File: config.mk
export PLATFORM = sky130hd
export DESIGN_NAME = fec_am_mapper
export DESIGN_NICKNAME = d
export VERILOG_FILES = /design/src/rtl/fam_pkg.sv /design/src/rtl/fam_marker_capture.sv /design/src/rtl/fam_slot_counter.sv /design/src/rtl/fam_pad_source.sv /design/src/rtl/fec_am_mapper.sv
export SDC_FILE = /design/constraint.sdc
export NUM_CORES = 1
export LEC_CHECK = 0
export ABC_AREA = 0
export ABC_CLOCK_PERIOD_IN_PS = 3100
export BUFFER_PORTS_ARGS = -buffer_cell sky130_fd_sc_hd__buf_2
export CORE_ASPECT_RATIO = 2
export CORE_UTILIZATION = 25
export CTS_CLUSTER_DIAMETER = 60
export DETAILED_ROUTE_END_ITERATION = 10
export MAX_ROUTING_LAYER = met4
export SLEW_MARGIN = 20
export SYNTH_ARGS = -nofsm -noshare
export SYNTH_HDL_FRONTEND = slang
export SYNTH_HIERARCHICAL = 1
export SYNTH_SLANG_ARGS = --single-unit
File: constraint.sdc
create_clock -name clk -period 3.1 [get_ports clk]
set_clock_uncertainty 0.05 [all_clocks]
set_input_delay 0.31 -clock clk [delete_from_list [all_inputs] [get_ports clk]]
set_output_delay 0.31 -clock clk [all_outputs]
set_load 0.05 [all_outputs]
File: src/rtl/fam_pkg.sv
`timescale 1ns/1ps
package fam_pkg;
    localparam int NUM_LANES = 4;
    localparam int LANE_W    = $clog2(NUM_LANES);
    localparam int PCS_W     = 66;
    localparam int PAY_W     = 64;
    localparam int MK_W      = NUM_LANES * PAY_W;
    localparam int FEC_W     = MK_W + 1;
    localparam logic [1:0] CTRL_HDR = 2'b10;

    typedef enum logic [1:0] {
        CAP_WAIT,
        CAP_COLLECT,
        CAP_RUN
    } cap_state_e;
endpackage

File: src/rtl/fam_marker_capture.sv
`timescale 1ns/1ps
module fam_marker_capture
    import fam_pkg::*;
(
    input  logic                 clk,
    input  logic                 rst_n,
    input  logic                 lanes_locked,
    input  logic                 pcs_valid,
    input  logic                 pcs_is_am,
    input  logic [LANE_W-1:0]    pcs_lane,
    input  logic [PCS_W-1:0]     pcs_block,
    output logic                 running,
    output logic [MK_W-1:0]      marker_flat
);
    typedef struct packed {
        cap_state_e                          st;
        logic [LANE_W-1:0]                   want;
        logic [NUM_LANES-1:0][PAY_W-1:0]     pay;
    } cap_t;

    cap_t cap_d, cap_q;
    logic hit;

    always_comb begin
        cap_d = cap_q;
        hit   = pcs_valid && pcs_is_am && (pcs_block[1:0] == CTRL_HDR);
        if (!lanes_locked) begin
            cap_d.st = CAP_WAIT;
        end else begin
            unique case (cap_q.st)
                CAP_WAIT: begin
                    if (hit && pcs_lane == '0) begin
                        cap_d.pay[0] = pcs_block[PCS_W-1:2];
                        cap_d.want   = LANE_W'(1);
                        cap_d.st     = CAP_COLLECT;
                    end
                end
                CAP_COLLECT: begin
                    if (hit) begin
                        if (pcs_lane == cap_q.want) begin
                            cap_d.pay[pcs_lane] = pcs_block[PCS_W-1:2];
                            if (cap_q.want == LANE_W'(NUM_LANES-1))
                                cap_d.st = CAP_RUN;
                            else
                                cap_d.want = cap_q.want + LANE_W'(1);
                        end else begin
                            cap_d.st = CAP_WAIT;
                        end
                    end
                end
                CAP_RUN: begin
                    if (hit)
                        cap_d.pay[pcs_lane] = pcs_block[PCS_W-1:2];
                end
                default: cap_d.st = CAP_WAIT;
            endcase
        end
    end

    always_ff @(posedge clk or negedge rst_n) begin
        if (!rst_n) begin
            cap_q.st   <= CAP_WAIT;
            cap_q.want <= '0;
            cap_q.pay  <= '0;
        end else begin
            cap_q <= cap_d;
        end
    end

    assign running     = (cap_q.st == CAP_RUN);
    assign marker_flat = cap_q.pay;

    AST_RUN_NEEDS_LOCK: assert property (@(posedge clk) disable iff (!rst_n)
        running |-> $past(lanes_locked));
    AST_COLLECT_ENTRY: assert property (@(posedge clk) disable iff (!rst_n)
        (cap_q.st == CAP_WAIT && cap_d.st == CAP_COLLECT) |-> (pcs_lane == '0));
endmodule

File: src/rtl/fam_slot_counter.sv
`timescale 1ns/1ps
module fam_slot_counter #(
    parameter int BLK_PER_CW    = 20,
    parameter int CW_PER_PERIOD = 1024
) (
    input  logic clk,
    input  logic rst_n,
    input  logic run,
    input  logic tick,
    output logic cw_first,
    output logic period_first
);
    localparam int BLK_W = $clog2(BLK_PER_CW);
    localparam int CW_W  = $clog2(CW_PER_PERIOD);

    typedef struct packed {
        logic [BLK_W-1:0] blk;
        logic [CW_W-1:0]  cw;
    } cnt_t;

    cnt_t cnt_d, cnt_q;

    always_comb begin
        cnt_d = cnt_q;
        if (!run) begin
            cnt_d = '0;
        end else if (tick) begin
            if (cnt_q.blk == BLK_W'(BLK_PER_CW-1)) begin
                cnt_d.blk = '0;
                if (cnt_q.cw == CW_W'(CW_PER_PERIOD-1))
                    cnt_d.cw = '0;
                else
                    cnt_d.cw = cnt_q.cw + CW_W'(1);
            end else begin
                cnt_d.blk = cnt_q.blk + BLK_W'(1);
            end
        end
    end

    always_ff @(posedge clk or negedge rst_n) begin
        if (!rst_n) cnt_q <= '0;
        else        cnt_q <= cnt_d;
    end

    assign cw_first     = (cnt_q.blk == '0);
    assign period_first = cw_first && (cnt_q.cw == '0);

    AST_BLK_RANGE: assert property (@(posedge clk) disable iff (!rst_n)
        cnt_q.blk < BLK_W'(BLK_PER_CW));
    AST_HOLD_NO_TICK: assert property (@(posedge clk) disable iff (!rst_n)
        (run && !tick) |=> ($stable(cnt_q.blk) && $stable(cnt_q.cw)));
endmodule

File: src/rtl/fam_pad_source.sv
`timescale 1ns/1ps
module fam_pad_source #(
    parameter int LFSR_W = 15
) (
    input  logic clk,
    input  logic rst_n,
    output logic pad_bit
);
    logic [LFSR_W-1:0] lfsr_d, lfsr_q;

    always_comb begin
        lfsr_d = {lfsr_q[LFSR_W-2:0], lfsr_q[LFSR_W-1] ^ lfsr_q[LFSR_W-2]};
    end

    always_ff @(posedge clk or negedge rst_n) begin
        if (!rst_n) lfsr_q <= LFSR_W'(1);
        else        lfsr_q <= lfsr_d;
    end

    assign pad_bit = lfsr_q[LFSR_W-1];

    AST_LFSR_ALIVE: assert property (@(posedge clk) disable iff (!rst_n)
        lfsr_q != '0);
endmodule

File: src/rtl/fec_am_mapper.sv
`timescale 1ns/1ps
module fec_am_mapper
    import fam_pkg::*;
#(
    parameter int BLK_PER_CW    = 20,
    parameter int CW_PER_PERIOD = 1024
) (
    input  logic              clk,
    input  logic              rst_n,
    input  logic              lanes_locked,
    input  logic              pcs_valid,
    input  logic              pcs_is_am,
    input  logic [1:0]        pcs_lane,
    input  logic [65:0]       pcs_block,
    input  logic              slot_tick,
    input  logic [256:0]      dat_block,
    output logic              out_valid,
    output logic              out_sof,
    output logic              out_am,
    output logic [256:0]      out_block
);
    typedef struct packed {
        logic              valid;
        logic              sof;
        logic              am;
        logic [FEC_W-1:0]  block;
    } out_t;

    out_t out_d, out_q;

    logic              running;
    logic [MK_W-1:0]   marker_flat;
    logic              cw_first;
    logic              period_first;
    logic              pad_bit;
    logic [FEC_W-1:0]  am_block;

    fam_marker_capture u_cap (
        .clk          (clk),
        .rst_n        (rst_n),
        .lanes_locked (lanes_locked),
        .pcs_valid    (pcs_valid),
        .pcs_is_am    (pcs_is_am),
        .pcs_lane     (pcs_lane),
        .pcs_block    (pcs_block),
        .running      (running),
        .marker_flat  (marker_flat)
    );

    fam_slot_counter #(
        .BLK_PER_CW    (BLK_PER_CW),
        .CW_PER_PERIOD (CW_PER_PERIOD)
    ) u_cnt (
        .clk          (clk),
        .rst_n        (rst_n),
        .run          (running),
        .tick         (slot_tick),
        .cw_first     (cw_first),
        .period_first (period_first)
    );

    fam_pad_source u_pad (
        .clk     (clk),
        .rst_n   (rst_n),
        .pad_bit (pad_bit)
    );

    for (genvar ln = 0; ln < NUM_LANES; ln++) begin : g_lane_pack
        assign am_block[ln*PAY_W +: PAY_W] = marker_flat[ln*PAY_W +: PAY_W];
    end
    assign am_block[FEC_W-1] = pad_bit;

    always_comb begin
        out_d       = '0;
        out_d.valid = slot_tick && running && lanes_locked;
        out_d.sof   = out_d.valid && cw_first;
        out_d.am    = out_d.valid && period_first;
        out_d.block = out_d.am ? am_block : dat_block;
    end

    always_ff @(posedge clk or negedge rst_n) begin
        if (!rst_n) out_q <= '0;
        else        out_q <= out_d;
    end

    assign out_valid = out_q.valid;
    assign out_sof   = out_q.sof;
    assign out_am    = out_q.am;
    assign out_block = out_q.block;

    AST_AM_HAS_SOF: assert property (@(posedge clk) disable iff (!rst_n)
        out_am |-> out_sof);
    AST_SOF_HAS_VALID: assert property (@(posedge clk) disable iff (!rst_n)
        out_sof |-> out_valid);
    AST_LOCK_LOSS_QUIET: assert property (@(posedge clk) disable iff (!rst_n)
        !lanes_locked |=> !out_valid);
    AST_VALID_NEEDS_TICK: assert property (@(posedge clk) disable iff (!rst_n)
        out_valid |-> $past(slot_tick));
    AST_DATA_PASS: assert property (@(posedge clk) disable iff (!rst_n)
        (out_valid && !out_am) |-> (out_block == $past(dat_block)));
endmodule

Word-level counts from Yosys, hierarchy flattened
Index checks and enable logic that the tools add are counted.
{ "totals": {"elab_cells": 80, "reg_bits": 550} }
{ "classes": {"n_reduce_logical": 21, "muxes": 22, "n_bitwise": 1, "addsub": 3, "n_eq_ne": 18, "order_cmp": 2} }
{ "ops": {"columns": ["operator", "n"], "rows": [
  ["one-hot mux 192 bit (2 select lines)", 1],
  ["2-to-1 mux 260 bit", 1],
  ["2-to-1 mux 258 bit", 1],
  ["2-to-1 mux 257 bit", 1],
  ["bitwise mux 256 bit", 1],
  ["2-to-1 mux 256 bit", 1],
  ["one-hot mux 64 bit (3 select lines)", 1],
  ["demux 64 bit (select 2 bit)", 1],
  ["2-to-1 mux 64 bit", 2],
  ["2-to-1 mux 15 bit", 2],
  ["2-to-1 mux 10 bit", 2],
  ["AND reduction 6 bit", 2],
  ["adder 10 x 1 -> 10 bit (second input constant)", 1],
  ["== test 10 bit (second input constant)", 1],
  ["logical NOT 10 bit", 1],
  ["inequality test 2 x 1 -> 1 bit (second input constant)", 5],
  ["logical AND 1 bit", 9],
  ["2-to-1 mux 2 bit", 4],
  ["== test 2 bit (second input constant)", 3],
  ["inequality test 2 bit (second input constant)", 3],
  ["inequality test 3 x 2 -> 1 bit (second input constant)", 2],
  ["one-hot mux 2 bit (3 select lines)", 1],
  ["adder 5 x 1 -> 5 bit (second input constant)", 1],
  ["== test 5 bit (second input constant)", 1],
  ["other kinds (17)", 19]
]} }

Logic depth before layout (Yosys ltp)
{ "depth": {"word_depth": 9, "depth_mapped": 9, "depth_no_buf": 7} }

Cells and area by module
The synthesis kept the hierarchy.
{ "by_module_without_submodules": {"columns": ["module", "area_each_um2", "cells_per_inst", "n_inst"], "rows": [
  ["fam_marker_capture", 12035.3, 840, 1],
  ["fec_am_mapper", 9725.6, 549, 1],
  ["fam_slot_counter", 927.1, 94, 1],
  ["fam_pad_source", 385.4, 16, 1]
]} }

Least setup slack after synthesis
OpenSTA, ideal clock, no wires.
{ "synth_timing": {"kind": "register to register", "startpoint": "register u_cap/cap_q[258] in the netlist's numbering", "endpoint": "register u_cap.cap_q, in the netlist u_cap/marker_flat[0]", "stages_incl_launch_ff": 8, "arrival_ns": 2.121, "setup_time_ns": 0.125, "path_slack_ns": 0.804, "path_buffers": 1, "path_cell_list": "dfrtp_1 > inv_1 > ha_1 > o21ai_0 > nand2b_1 > a2111oi_4 > buf_6 > mux2_4"} }
{ "synth_via": {"elab_chain_len": 3} }
{ "synth_rtl": {"columns": ["item", "line_no", "text"], "rows": [
  ["from (decl)", "fam_marker_capture.sv:21", "cap_t cap_d, cap_q;"],
  ["from (signal assigned)", "fam_marker_capture.sv:66", "cap_q <= cap_d;"],
  ["== test 2 x 1 -> 1 bit (tied with other cells)", "fam_marker_capture.sv:30", "unique case (cap_q.st)"],
  ["inequality test 2 x 1 -> 1 bit (no source line) / nonzero test 3 bit (equally long branches)", null, null],
  ["AND reduction 6 bit (no source line)", null, null]
]} }
Several ways; a longest one is shown, not always the timed one.
A chain may end at the register's enable or synchronous reset.

==> results.sh <==
export IMPL_outcome="finished clean"
export IMPL_ctsResizeCount=0
export IMPL_synth_edff_count=0
export IMPL_r2r_start="u_cnt/cnt_q[10]"
export IMPL_die_area_um2=93600
export IMPL_wl_per_cell_um=18.7
export IMPL_die_height_um=432
export IMPL_drt_iter0_markers=494
export IMPL_synthAdderAreaFrac=0.00542
export IMPL_synth_nets=1840
export IMPL_power_density_nw_per_um2=647
export IMPL_cts_htree_levels=2
export IMPL_max_stage_delay_ns=0.41
export IMPL_postSynthCellCount=1499
export IMPL_cap_violations=0
export IMPL_synth_compound_gate_area_share=0.00835
export IMPL_core_rowCount=157
export IMPL_drive_above_1_share=0.553
export IMPL_cp_slowest_cell="dfrtp_1"
export IMPL_path_cells="inv_1 -> ha_1 -> nor4b_1 -> buf_4 -> nand2_1 -> nor4_1 -> nand4_4 -> buf_12 -> buf_12 -> mux2_2"
export IMPL_synthMuxAreaShare=0.263
export IMPL_synth_area_leaders="dfrtp_1, mux2_2, buf_4"
export IMPL_vdd_drop_max_v=0.000627
export IMPL_rsz0062_at_grt="false"
export IMPL_synth_flop_cell="dfrtp_1"
export IMPL_setup_violations=0
export IMPL_gp_congestion=0.825
export IMPL_hold_start="pcs_block[64]"
export IMPL_wl_met1_mm=24.4
export IMPL_worstPathMaxFanout=52
export IMPL_fp_dieW_um=217
export IMPL_r2r_cells=10
export IMPL_ys_seq_area_frac=0.597
export IMPL_cts_tree="built"
export IMPL_clk_latency_ns=0.61
export IMPL_relSlewSlack=0.503
export IMPL_yosysUniqueCellTypes=51
export IMPL_max_freq_mhz=369
export IMPL_hp_class="primary input to register"
export IMPL_async_flop_share=1.00
export IMPL_cts_buffers=53
export IMPL_ys_top_cells_by_count="dfrtp_1, mux2_2, buf_4, mux2_4, buf_6"
export IMPL_synthSimpleGateAreaFrac=0.0187
export IMPL_via_per_inst=4.09
export IMPL_synth_top_family_by_area="multiplexers"
export IMPL_clkTransAtPathRegs_ns=0.07
export IMPL_fin_crit_sh=0.874
export IMPL_synth_most_common_cell="dfrtp_1"
export IMPL_p_leak_nw=14.5
export IMPL_top_layer="met4"
export IMPL_io_pins=591
export IMPL_tightest_slew_ns=0.745
export IMPL_cpMostUsedCell="buf_12"
export IMPL_slew_viol_final=0
export IMPL_nets=2529
export IMPL_ant_nets=0
export IMPL_hold_viol_final=0
export IMPL_endpoint_kind="register"
export IMPL_core_area_um2=91500
export IMPL_gr_total_overflow=0
export IMPL_clockRootBuffer="clkbuf_16"
export IMPL_grt_max_degree=99
export IMPL_wirelength_mm=64.0
export IMPL_worstSetupPathType="register to register"
export IMPL_synth_top_area_frac=0.595
export IMPL_finalCriticalPeriod_ns=2.71
export IMPL_dp_hpwl_mm=44.9
export IMPL_setup_tns_ns=0
export IMPL_cts_max_path_buffers=3
export IMPL_yosysWarnings=6
export IMPL_synth_seq_cells=550
export IMPL_route_met3_wl_mm=3.74
export IMPL_antenna_found_initial=7
export IMPL_vias=14000
export IMPL_drc_errors=0
export IMPL_worstPathRequired_ns=3.54
export IMPL_p_total_mw=19.8
export IMPL_synth_area_leader_cell="dfrtp_1"
export IMPL_grtUsageTotal=0.139
export IMPL_area_growth_syn_to_layout_pct=32.3
export IMPL_drt_first_pass_iters=4
export IMPL_clock_sinks=550
export IMPL_synthXorXnorAreaFrac=0.00304
export IMPL_grt_pass1_wl_mm=96.0
export IMPL_crit_start="u_cnt/cnt_q[10]"
export IMPL_grt_pass1_vias=16200
export IMPL_wl_met2_mm=33.9
export IMPL_syn_area_per_cell_um2=15.4
export IMPL_arrival_ns=3.14
export IMPL_netlist_area_um2=23100
export IMPL_portBuffers=590
export IMPL_initial_core_util=0.252
export IMPL_hold_depth=2
export IMPL_start_kind="register"
[area by class of cell]
type                            instances  area (µm²)
Multi-Input combinational cell        629        6910
Fill cell                            8867       61000
Sequential cell                       550       13800
Tap cell                             1192        1490
Clock inverter                         21         236
Antenna cell                            8        20.0
Inverter                                9        33.8
Timing Repair Buffer                  945        6570
Clock buffer                           75        1500
[flip-flops by register name, summed over array words and instances (netlist names)]
| register | flops |
|---|---|
| out_am | 1 |
| out_block | 257 |
| out_sof | 1 |
| out_valid | 1 |
| u_cap/cap_q | 4 |
| u_cap/marker_flat | 256 |
| u_cnt/cnt_q | 15 |
| u_pad/lfsr_q | 15 |
[routing by layer]
layer,global-route usage,vias up
li1,-,6294
met1,0.145,7109
met2,0.252,526
met3,0.0302,100
met4,0.0516,0
met5,-,-
[critical path, delay by kind of cell, from the launching register on]
kind          cells  cell delay [ns]
mux               1             0.33
fa+ha+maj         1             0.14
flops             1             0.41
simple gates      4             0.89
buf+inv           4             0.71
[kinds of logic after synthesis]
logic type | count (synthesis)
compound gates | 25
xor+xnor | 8
fa+ha+maj | 10
buf+inv | 320
flops | 550
mux | 519
simple gates | 67
[cells in the final DEF (no fill, tap or decap), drive strengths merged, types with 2 or more instances in the layout]
master       Yosys  layout
dfrtp          549     549
or3              2       2
clkinv           0      10
bufinv           0       3
dlygate4sd3      0     318
and2             6       6
nor2             5       5
a21boi           4       4
o21a             2       2
nand4b           2       2
mux2           513     513
nor2b            4       4
xor2             3       3
nand4           10      10
nor3             3       3
clkinvlp         0       3
nand2           13      13
inv              9      14
xnor2            5       5
and3             4       4
o21ai            9       9
clkbuf           2      75
nand3            5       5
o211ai           2       2
buf            309     627
mux2i            6       6
ha              10      10
nor3b            3       3
diode            0       8
nor4b            2       2
nor4             2       2
[through the flow]
| stage | worst slack [ns] | area, µm² | hold slack, ns | utilization | cells |
|---|---|---|---|---|---|
| 3_5_place_dp | 0.392 | 25600 | 0.285 | 0.280 | 3007 |
| 4_1_cts | 0.369 | 30500 | 0.00758 | 0.333 | 3421 |
| 6_report | 0.392 | 30500 | 0.0307 | 0.334 | 3429 |
| 2_1_floorplan | 0.804 | 23100 | -0.0356 | - | 1499 |
| 5_1_grt | 0.175 | 30500 | 0.0324 | 0.333 | 3426 |
| 3_3_place_gp | 0.444 | 25600 | 0.291 | 0.280 | 3007 |
[what timing repair did]
| item | 4_1_cts | 5_1_grt |
|---|---|---|
| hold buffers | 318 | 0 |
| buffers inserted | 0 | 0 |
| endpoints found under the hold margin | 558 | 0 |
[worst paths after layout]
check,to,slack [ns]
max reg2reg,out_block[30],0.39
min reg2reg,u_pad/lfsr_q[13],0.30
max in group asynchronous,out_block[190],1.72
min in group asynchronous,u_cap/marker_flat[154],0.29
max,out_block[30],0.39
min,u_cap/marker_flat[62],0.03
[where the power goes]
part | switching [mW] | internal (mW)
Sequential | 0.865 | 8.57
Clock | 2.87 | 3.66
Combinational | 1.74 | 2.05
Note: power is estimated with default switching activity, not from simulation.
